<file path="config.mk">
export PLATFORM = sky130hd
export DESIGN_NAME = omega_network
export DESIGN_NICKNAME = d
export VERILOG_FILES = /design/src/rtl/omega_pkg.sv /design/src/rtl/omega_switch.sv /design/src/rtl/omega_stage.sv /design/src/rtl/omega_network.sv
export SDC_FILE = /design/constraint.sdc
export NUM_CORES = 1
export LEC_CHECK = 0
export BUFFER_PORTS_ARGS = -buffer_cell sky130_fd_sc_hd__buf_2
export CAP_MARGIN = 20
export CELL_PAD_IN_SITES_DETAIL_PLACEMENT = 1
export CELL_PAD_IN_SITES_GLOBAL_PLACEMENT = 1
export CORE_MARGIN = 4
export CORE_UTILIZATION = 27
export DETAILED_ROUTE_END_ITERATION = 12
export GPL_TIMING_DRIVEN = 0
export PLACE_DENSITY = 0.58
export SLEW_MARGIN = 10
export SYNTH_ARGS = -nofsm -noshare
export SYNTH_HDL_FRONTEND = slang
export SYNTH_HIERARCHICAL = 1
export SYNTH_SLANG_ARGS = --single-unit
</file>
<file path="constraint.sdc">
create_clock -name clk -period 2.05 [get_ports clk]
set_input_delay 0.1025 -clock clk [delete_from_list [all_inputs] [get_ports clk]]
set_output_delay 0.1025 -clock clk [all_outputs]
set_load 0.05 [all_outputs]
</file>
<file path="src/rtl/omega_pkg.sv">
`timescale 1ns/1ps
package omega_pkg;

    typedef enum logic {
        SW_PASS  = 1'b0,
        SW_CROSS = 1'b1
    } sw_mode_e;

    // Perfect-shuffle target: rotate an n-bit line number left by one.
    function automatic int shuffle_line(input int line, input int n);
        return ((line << 1) | (line >> (n - 1))) & ((1 << n) - 1);
    endfunction

endpackage

</file>
<file path="src/rtl/omega_switch.sv">
`timescale 1ns/1ps
module omega_switch #(
    parameter int N      = 3,
    parameter int W      = 8,
    parameter int BITPOS = 2
) (
    input  logic [2*N+W:0] up_i,
    input  logic [2*N+W:0] lo_i,
    output logic [2*N+W:0] up_o,
    output logic [2*N+W:0] lo_o,
    output logic           drop_o,
    output logic [N-1:0]   drop_src_o
);
    import omega_pkg::*;

    typedef struct packed {
        logic         vld;
        logic [N-1:0] dst;
        logic [N-1:0] src;
        logic [W-1:0] data;
    } lane_t;

    lane_t    up, lo, lo_kept;
    logic     ub, lb, clash;
    sw_mode_e mode;

    assign up = up_i;
    assign lo = lo_i;
    assign ub = up.dst[BITPOS];
    assign lb = lo.dst[BITPOS];

    always_comb begin
        clash   = up.vld && lo.vld && (ub == lb);
        lo_kept = clash ? '0 : lo;
        if (up.vld) mode = ub ? SW_CROSS : SW_PASS;
        else        mode = lb ? SW_PASS  : SW_CROSS;
        if (mode == SW_PASS) begin
            up_o = up;
            lo_o = lo_kept;
        end else begin
            up_o = lo_kept;
            lo_o = up;
        end
    end

    assign drop_o     = clash;
    assign drop_src_o = lo.src;

endmodule

</file>
<file path="src/rtl/omega_stage.sv">
`timescale 1ns/1ps
module omega_stage #(
    parameter int P     = 8,
    parameter int N     = 3,
    parameter int W     = 8,
    parameter int STAGE = 0
) (
    input  logic                      clk,
    input  logic                      rst,
    input  logic [P-1:0][2*N+W:0]     lane_i,
    input  logic [P-1:0]              blk_i,
    output logic [P-1:0][2*N+W:0]     lane_o,
    output logic [P-1:0]              blk_o
);
    import omega_pkg::*;

    localparam int SWITCHES = P / 2;

    logic [P-1:0][2*N+W:0]  shuf, sw_out;
    logic [SWITCHES-1:0]    drop;
    logic [SWITCHES-1:0][N-1:0] drop_src;
    logic [P-1:0]           blk_next;

    for (genvar i = 0; i < P; i++) begin : g_shuffle
        assign shuf[shuffle_line(i, N)] = lane_i[i];
    end

    for (genvar k = 0; k < SWITCHES; k++) begin : g_switch
        omega_switch #(
            .N      (N),
            .W      (W),
            .BITPOS (N - 1 - STAGE)
        ) u_sw (
            .up_i       (shuf[2*k]),
            .lo_i       (shuf[2*k+1]),
            .up_o       (sw_out[2*k]),
            .lo_o       (sw_out[2*k+1]),
            .drop_o     (drop[k]),
            .drop_src_o (drop_src[k])
        );
    end

    always_comb begin
        blk_next = blk_i;
        for (int k = 0; k < SWITCHES; k++) begin
            if (drop[k]) blk_next[drop_src[k]] = 1'b1;
        end
    end

    always_ff @(posedge clk) begin
        if (rst) begin
            lane_o <= '0;
            blk_o  <= '0;
        end else begin
            lane_o <= sw_out;
            blk_o  <= blk_next;
        end
    end

endmodule

</file>
<file path="src/rtl/omega_network.sv">
`timescale 1ns/1ps
module omega_network #(
    parameter int P = 8,
    parameter int W = 8
) (
    input  logic                         clk,
    input  logic                         rst,
    input  logic [P-1:0]                 in_vld,
    input  logic [P-1:0][$clog2(P)-1:0]  in_dst,
    input  logic [P-1:0][W-1:0]          in_data,
    output logic [P-1:0]                 out_vld,
    output logic [P-1:0][$clog2(P)-1:0]  out_src,
    output logic [P-1:0][W-1:0]          out_data,
    output logic [P-1:0]                 blocked_o
);
    localparam int N  = $clog2(P);
    localparam int LW = 1 + 2*N + W;

    logic [N:0][P-1:0][LW-1:0] st_lane;
    logic [N:0][P-1:0]         st_blk;

    for (genvar i = 0; i < P; i++) begin : g_inject
        localparam logic [N-1:0] SRC = N'(i);
        assign st_lane[0][i] = {in_vld[i], in_dst[i], SRC, in_data[i]};
    end
    assign st_blk[0] = '0;

    for (genvar s = 0; s < N; s++) begin : g_stage
        omega_stage #(
            .P     (P),
            .N     (N),
            .W     (W),
            .STAGE (s)
        ) u_stage (
            .clk    (clk),
            .rst    (rst),
            .lane_i (st_lane[s]),
            .blk_i  (st_blk[s]),
            .lane_o (st_lane[s+1]),
            .blk_o  (st_blk[s+1])
        );
    end

    for (genvar j = 0; j < P; j++) begin : g_out
        assign out_vld[j]  = st_lane[N][j][LW-1];
        assign out_src[j]  = st_lane[N][j][N+W-1 -: N];
        assign out_data[j] = st_lane[N][j][W-1:0];
    end
    assign blocked_o = st_blk[N];

endmodule


</file>
* After elaboration in Yosys (flattened, before gate mapping) *
Index checks and enable logic that the tools add are counted.

cells by class
  bitwise operators = 12
  $lt $le $gt $ge = 16
  eq/ne operators = 12
  reductions and logical operators = 40
  mux-type cells = 100

operator list
  cell                                                                          number
  15-bit 2-to-1 mux                                                             36
  8-bit 2-to-1 mux                                                              9
  8-bit bitwise OR                                                              8
  1-bit 2-to-1 mux                                                              44
  1-bit logical AND                                                             32
  3-bit by 4-bit less-than comparator with 1-bit output, second input constant  8
  1-bit demux with 3-bit select                                                 8
  3-bit by 1-bit >= comparator with 1-bit output, second input constant         8
  2-bit OR reduction                                                            8
  1-bit == test                                                                 12
  7-bit 2-to-1 mux                                                              1
  6-bit 2-to-1 mux                                                              1
  5-bit 2-to-1 mux                                                              1
  1-bit NOT                                                                     4

word-level totals
  output and inout port bits = 104
  bits in registers = 384
  input port bits = 98

* Logic depth before layout (Yosys ltp) *
  word-level depth = 12
  mapped depth = 9

* Cells and area by module *
The synthesis kept the hierarchy.

by module, submodules not included
  module                                                  times used  area each (µm²)  cells an instance
  omega_switch (g_stage[0].u_stage.g_switch[0].u_sw ...)  9           651.9            60
  omega_stage (g_stage[0].u_stage)                        1           3746.1           314
  omega_stage (g_stage[2].u_stage)                        1           3728.6           313
  omega_stage (g_stage[1].u_stage)                        1           3707.3           313
  omega_switch (g_stage[2].u_stage.g_switch[1].u_sw ...)  3           635.6            60
  omega_network                                           1           7.5              2

* Worst setup path before layout *
OpenSTA, ideal clock, no wires.

  path kind = register to register
  start point = register g_stage[0].u_stage/lane_o[42] in the netlist's numbering
  end point = register g_stage[1].u_stage.blk_o[2]
  library setup time = 124 ps
  path buffers = 2
  period minus slack after synthesis = 1789 ps
  stages on the path, launching flop included = 10
  arrival time = 1665 ps
  path slack = 261 ps
  cell sequence = dfxtp_1 inv_1 ha_1 nand3b_4 buf_2 inv_1 clkbuf_2 and4bb_2 a31oi_1 a31oi_1

between the ends
  cells in the longest elaborated chain, start to end = 5

ends and longest elaborated chain
  what                               line                RTL
  start: declaration                 omega_stage.sv:12   output logic [P-1:0][2*N+W:0] lane_o,
  start signal: assignment           omega_stage.sv:55   lane_o <= sw_out;
  1-bit == test *                    omega_switch.sv:33  clash = up.vld && lo.vld && (ub == lb);
  1-bit logical AND *                omega_switch.sv:33
  net g_stage[1].u_stage.drop[2]     omega_stage.sv:20   logic [SWITCHES-1:0] drop;
  8-bit 2-to-1 mux *                 omega_stage.sv:46   if (drop[k]) blk_next[drop_src[k]] = 1'b1;
  8-bit bitwise OR (no source line)  -
  8-bit 2-to-1 mux *                 omega_stage.sv:46
  end signal: assignment             omega_stage.sv:56   blk_o <= blk_next;
  end: declaration                   omega_stage.sv:13   output logic [P-1:0] blk_o

Mark *: on every way through the listed nets, which the timed path passes. The rest lies on a longest branch.
A chain may end at the register's enable or synchronous reset.

* Worst setup path in the final report *
  start point = register g_stage[0].u_stage/lane_o[27] in the netlist's numbering
  end point = register g_stage[1].u_stage.blk_o[3]

between the ends
  cells in the longest elaborated chain, start to end = 7

ends and longest elaborated chain
  what                               line
  1-bit == test *                    omega_switch.sv:33
  1-bit logical AND *                omega_switch.sv:33
  net g_stage[1].u_stage.drop[1]     omega_stage.sv:20
  8-bit 2-to-1 mux *                 omega_stage.sv:46
  8-bit bitwise OR (no source line)  -
  8-bit 2-to-1 mux *                 omega_stage.sv:46
  8-bit bitwise OR (no source line)  -
  8-bit 2-to-1 mux *                 omega_stage.sv:46

Marked as above.

==> impl_metrics.tcl <==
set metrics [dict create \
    cts.sinks 336 \
    worstSetupEndpointType "flop" \
    grt.met3_usage 0.02318 \
    avgSynthCellArea_um2 11.40 \
    clockBufferDepth 3 \
    use_met1 0.1881 \
    cp-start-kind "flop" \
    finalWeightedCongestion 0.8341 \
    tightest_slew_ps 672.9 \
    crit_path_frequent_cell "inv_1" \
    crit_family "simple AND/OR/NAND/NOR gates" \
    layout-drive-gt1-share 0.3853 \
    hold_violations 0 \
    fmax_mhz 508.6 \
    nNetsFinal 1957 \
    switchingPower_mw 4.811 \
    seqPwrFrac 0.403 \
    grt_usage 0.1507 \
    grt_pass1_vias 12570 \
    wl_per_cell_um 19.03 \
    grt_pass1_wl_um 76710 \
    fin_crit_ps 1966 \
    grt_max_degree 14 \
    vias 11340 \
    worst_path_max_delay_cell "dfxtp_2" \
    cellLeakagePower_nw 9.509 \
    ir_drop_v 0.0004214 \
    cts_htree_levels 2 \
    ant_nets 0 \
    fin_ws_ps 83.84 \
    core_um2 62970 \
    critical_path_required_ps 2490 \
    whs_ps 51.36 \
    critPathMaxFanout 9 \
    drc 0 \
    grt_overflow 0 \
    multi_input_comb_area_um2 9358 \
    final_util 0.3371 \
    critPathArrivalTime_ps 2410 \
    status "completed" \
    io_buffers 196 \
    clk_latency_ps 540 \
    placementRows 92 \
    slowest_delay_ps 370 \
    fin_skew_ps 15.52 \
    max_slew_margin 0.5514 \
    regArea_um2 6740 \
    path_cells "inv_1, ha_1, nand3b_4, buf_2, inv_1, and2b_1, nand3_1, a41oi_1" \
    drt_iter0_markers 342 \
    path_class "flop to flop" \
    dp.final_hpwl_um 43040 \
    use_met2 0.2650 \
    crit_buf_inv 3 \
    clock_power_share 0.381 \
    netlist_instances 1506 \
    die_y_um 260.1 \
    setup_viol 0 \
    n_fill_cell 7038 \
    yosys_warnings 6 \
    hold_path.class "primary input to flop" \
    drt-total-wl_um 51770 \
    synth.cell_area_um2 17160 \
    die_area_um2 67660 \
    n_antenna_cell 0 \
    total_power_mw 17.96 \
    clock-root-buffer "clkbuf_16" \
    initial_utilization 0.2726 \
    path_clk_slew_ps 60 \
    drt_first_pass_iters 4 \
    io_pins 202 \
    cts_tree "yes" \
    die_w_um 260.1 \
    swShare 0.2679 \
    vias_per_cell 4.169 \
    powerDensity_nw_per_um2 846.3 \
    dpl_worst_slack_ps -116.0 \
    syn2layout_area_growth_pct 23.67 \
    maxCapViolCount 0 \
    power_frac_comb 0.217 \
    finalCritPeriodShare 0.9591 \
    intPower_mw 13.15 \
    final_max_slew_viol_count 0 \
    top_usage_layer "met2" \
    cts_made_buffers 38 \
    antenna_found_initial 2 \
]
cells in the final DEF, fill, tap and decap left out, types with 6 or more instances in the layout:
cell and instances:
nand3b_1 6, inv_1 38, buf_6 15, clkbuf_1 26, dlygate4sd3_1 50, ha_1 11, a31oi_1 55, dfxtp_1 325
conb_1 56, nand4_1 13, a32oi_1 7, nand2_1 15, mux2i_4 18, a41oi_1 9, nor2b_4 8, buf_12 24
and2_1 145, nor2b_1 320, nand3b_4 12, buf_2 233, nor2_1 12, mux2_2 72, dfxtp_2 11, mux2_4 216
clkbuf_16 39, a21oi_1 32, nand3_1 16, buf_4 38
worst register-to-register path, cell delays in order, from the launching register on:
cell and delay, ps:
dfxtp_2 370, inv_1 100, ha_1 320, nand3b_4 170, buf_2 190, inv_1 140, and2b_1 220, nand3_1 100
a41oi_1 270
per-layer routing:
layer  vias up  wire length [um]  part of all wire
met5         -                 0                 0
met4         0              1708             0.033
met3        62              1738             0.034
met2       187             25340              0.49
met1      5459             22990              0.44
li1       5632                 -                 -
cell type report:
| cell class | instances | area share |
|---|---|---|
| clock buffers | 59 | 0.05188 |
| clock inverters | 8 | 0.006897 |
| plain buffers | 125 | 0.05459 |
| flip-flops and latches | 336 | 0.3176 |
| multi-input cells | 1056 | 0.4409 |
| repair buffers | 248 | 0.07051 |
| well taps | 846 | 0.04987 |
| inverters | 42 | 0.007782 |
metrics by stage:
step | setup TNS, ps | cells | instance area [um2]
finish | 0 | 2720 | 21220
global route | -4.532 | 2720 | 21220
CTS | 0 | 2718 | 21160
detailed placement | -349.2 | 2602 | 19400
global placement | -215.6 | 2602 | 19400
floorplan | 0 | 1560 | 17360
power by group through the flow:
stage	registers, mW	logic (mW)	clock network, mW
final	7.23	3.89	6.84
after CTS	7.23	3.91	7.07
after global routing	7.28	4.14	7.34
after detailed placement	7.38	3.81	0
after floorplan	7.68	2.50	0
after global placement	7.36	3.76	0
what timing repair did:
item / CTS / global route
hold buffers: 50 / 0
gates resized for setup: 4 / 18
buffers inserted: 0 / 2
hold endpoints to repair: 99 / 0
endpoints found under the setup margin: 6 / 19
pin swaps: 0 / 2
cloned: 0 / 1
state kept, by name, indices dropped and copies added, names as in the netlist:
register / flops
g_stage.u_stage/lane_o: 312
g_stage.u_stage/blk_o: 24
path summary, 6_finish.rpt:
| kind | slack, ps | endpoint | from | cells past startpoint |
|---|---|---|---|---|
| worst max-delay path | 80 | g_stage[1].u_stage/blk_o[3] | g_stage[0].u_stage/lane_o[27] | 8 |
| worst min-delay path | 50 | g_stage[0].u_stage/lane_o[14] | in_vld[4] | 4 |
| worst max register to register | 80 | g_stage[1].u_stage/blk_o[3] | g_stage[0].u_stage/lane_o[27] | 8 |
| worst min register to register | 570 | g_stage[2].u_stage/blk_o[1] | g_stage[1].u_stage/blk_o[1] | 2 |
(Power assumes the default switching activity.)
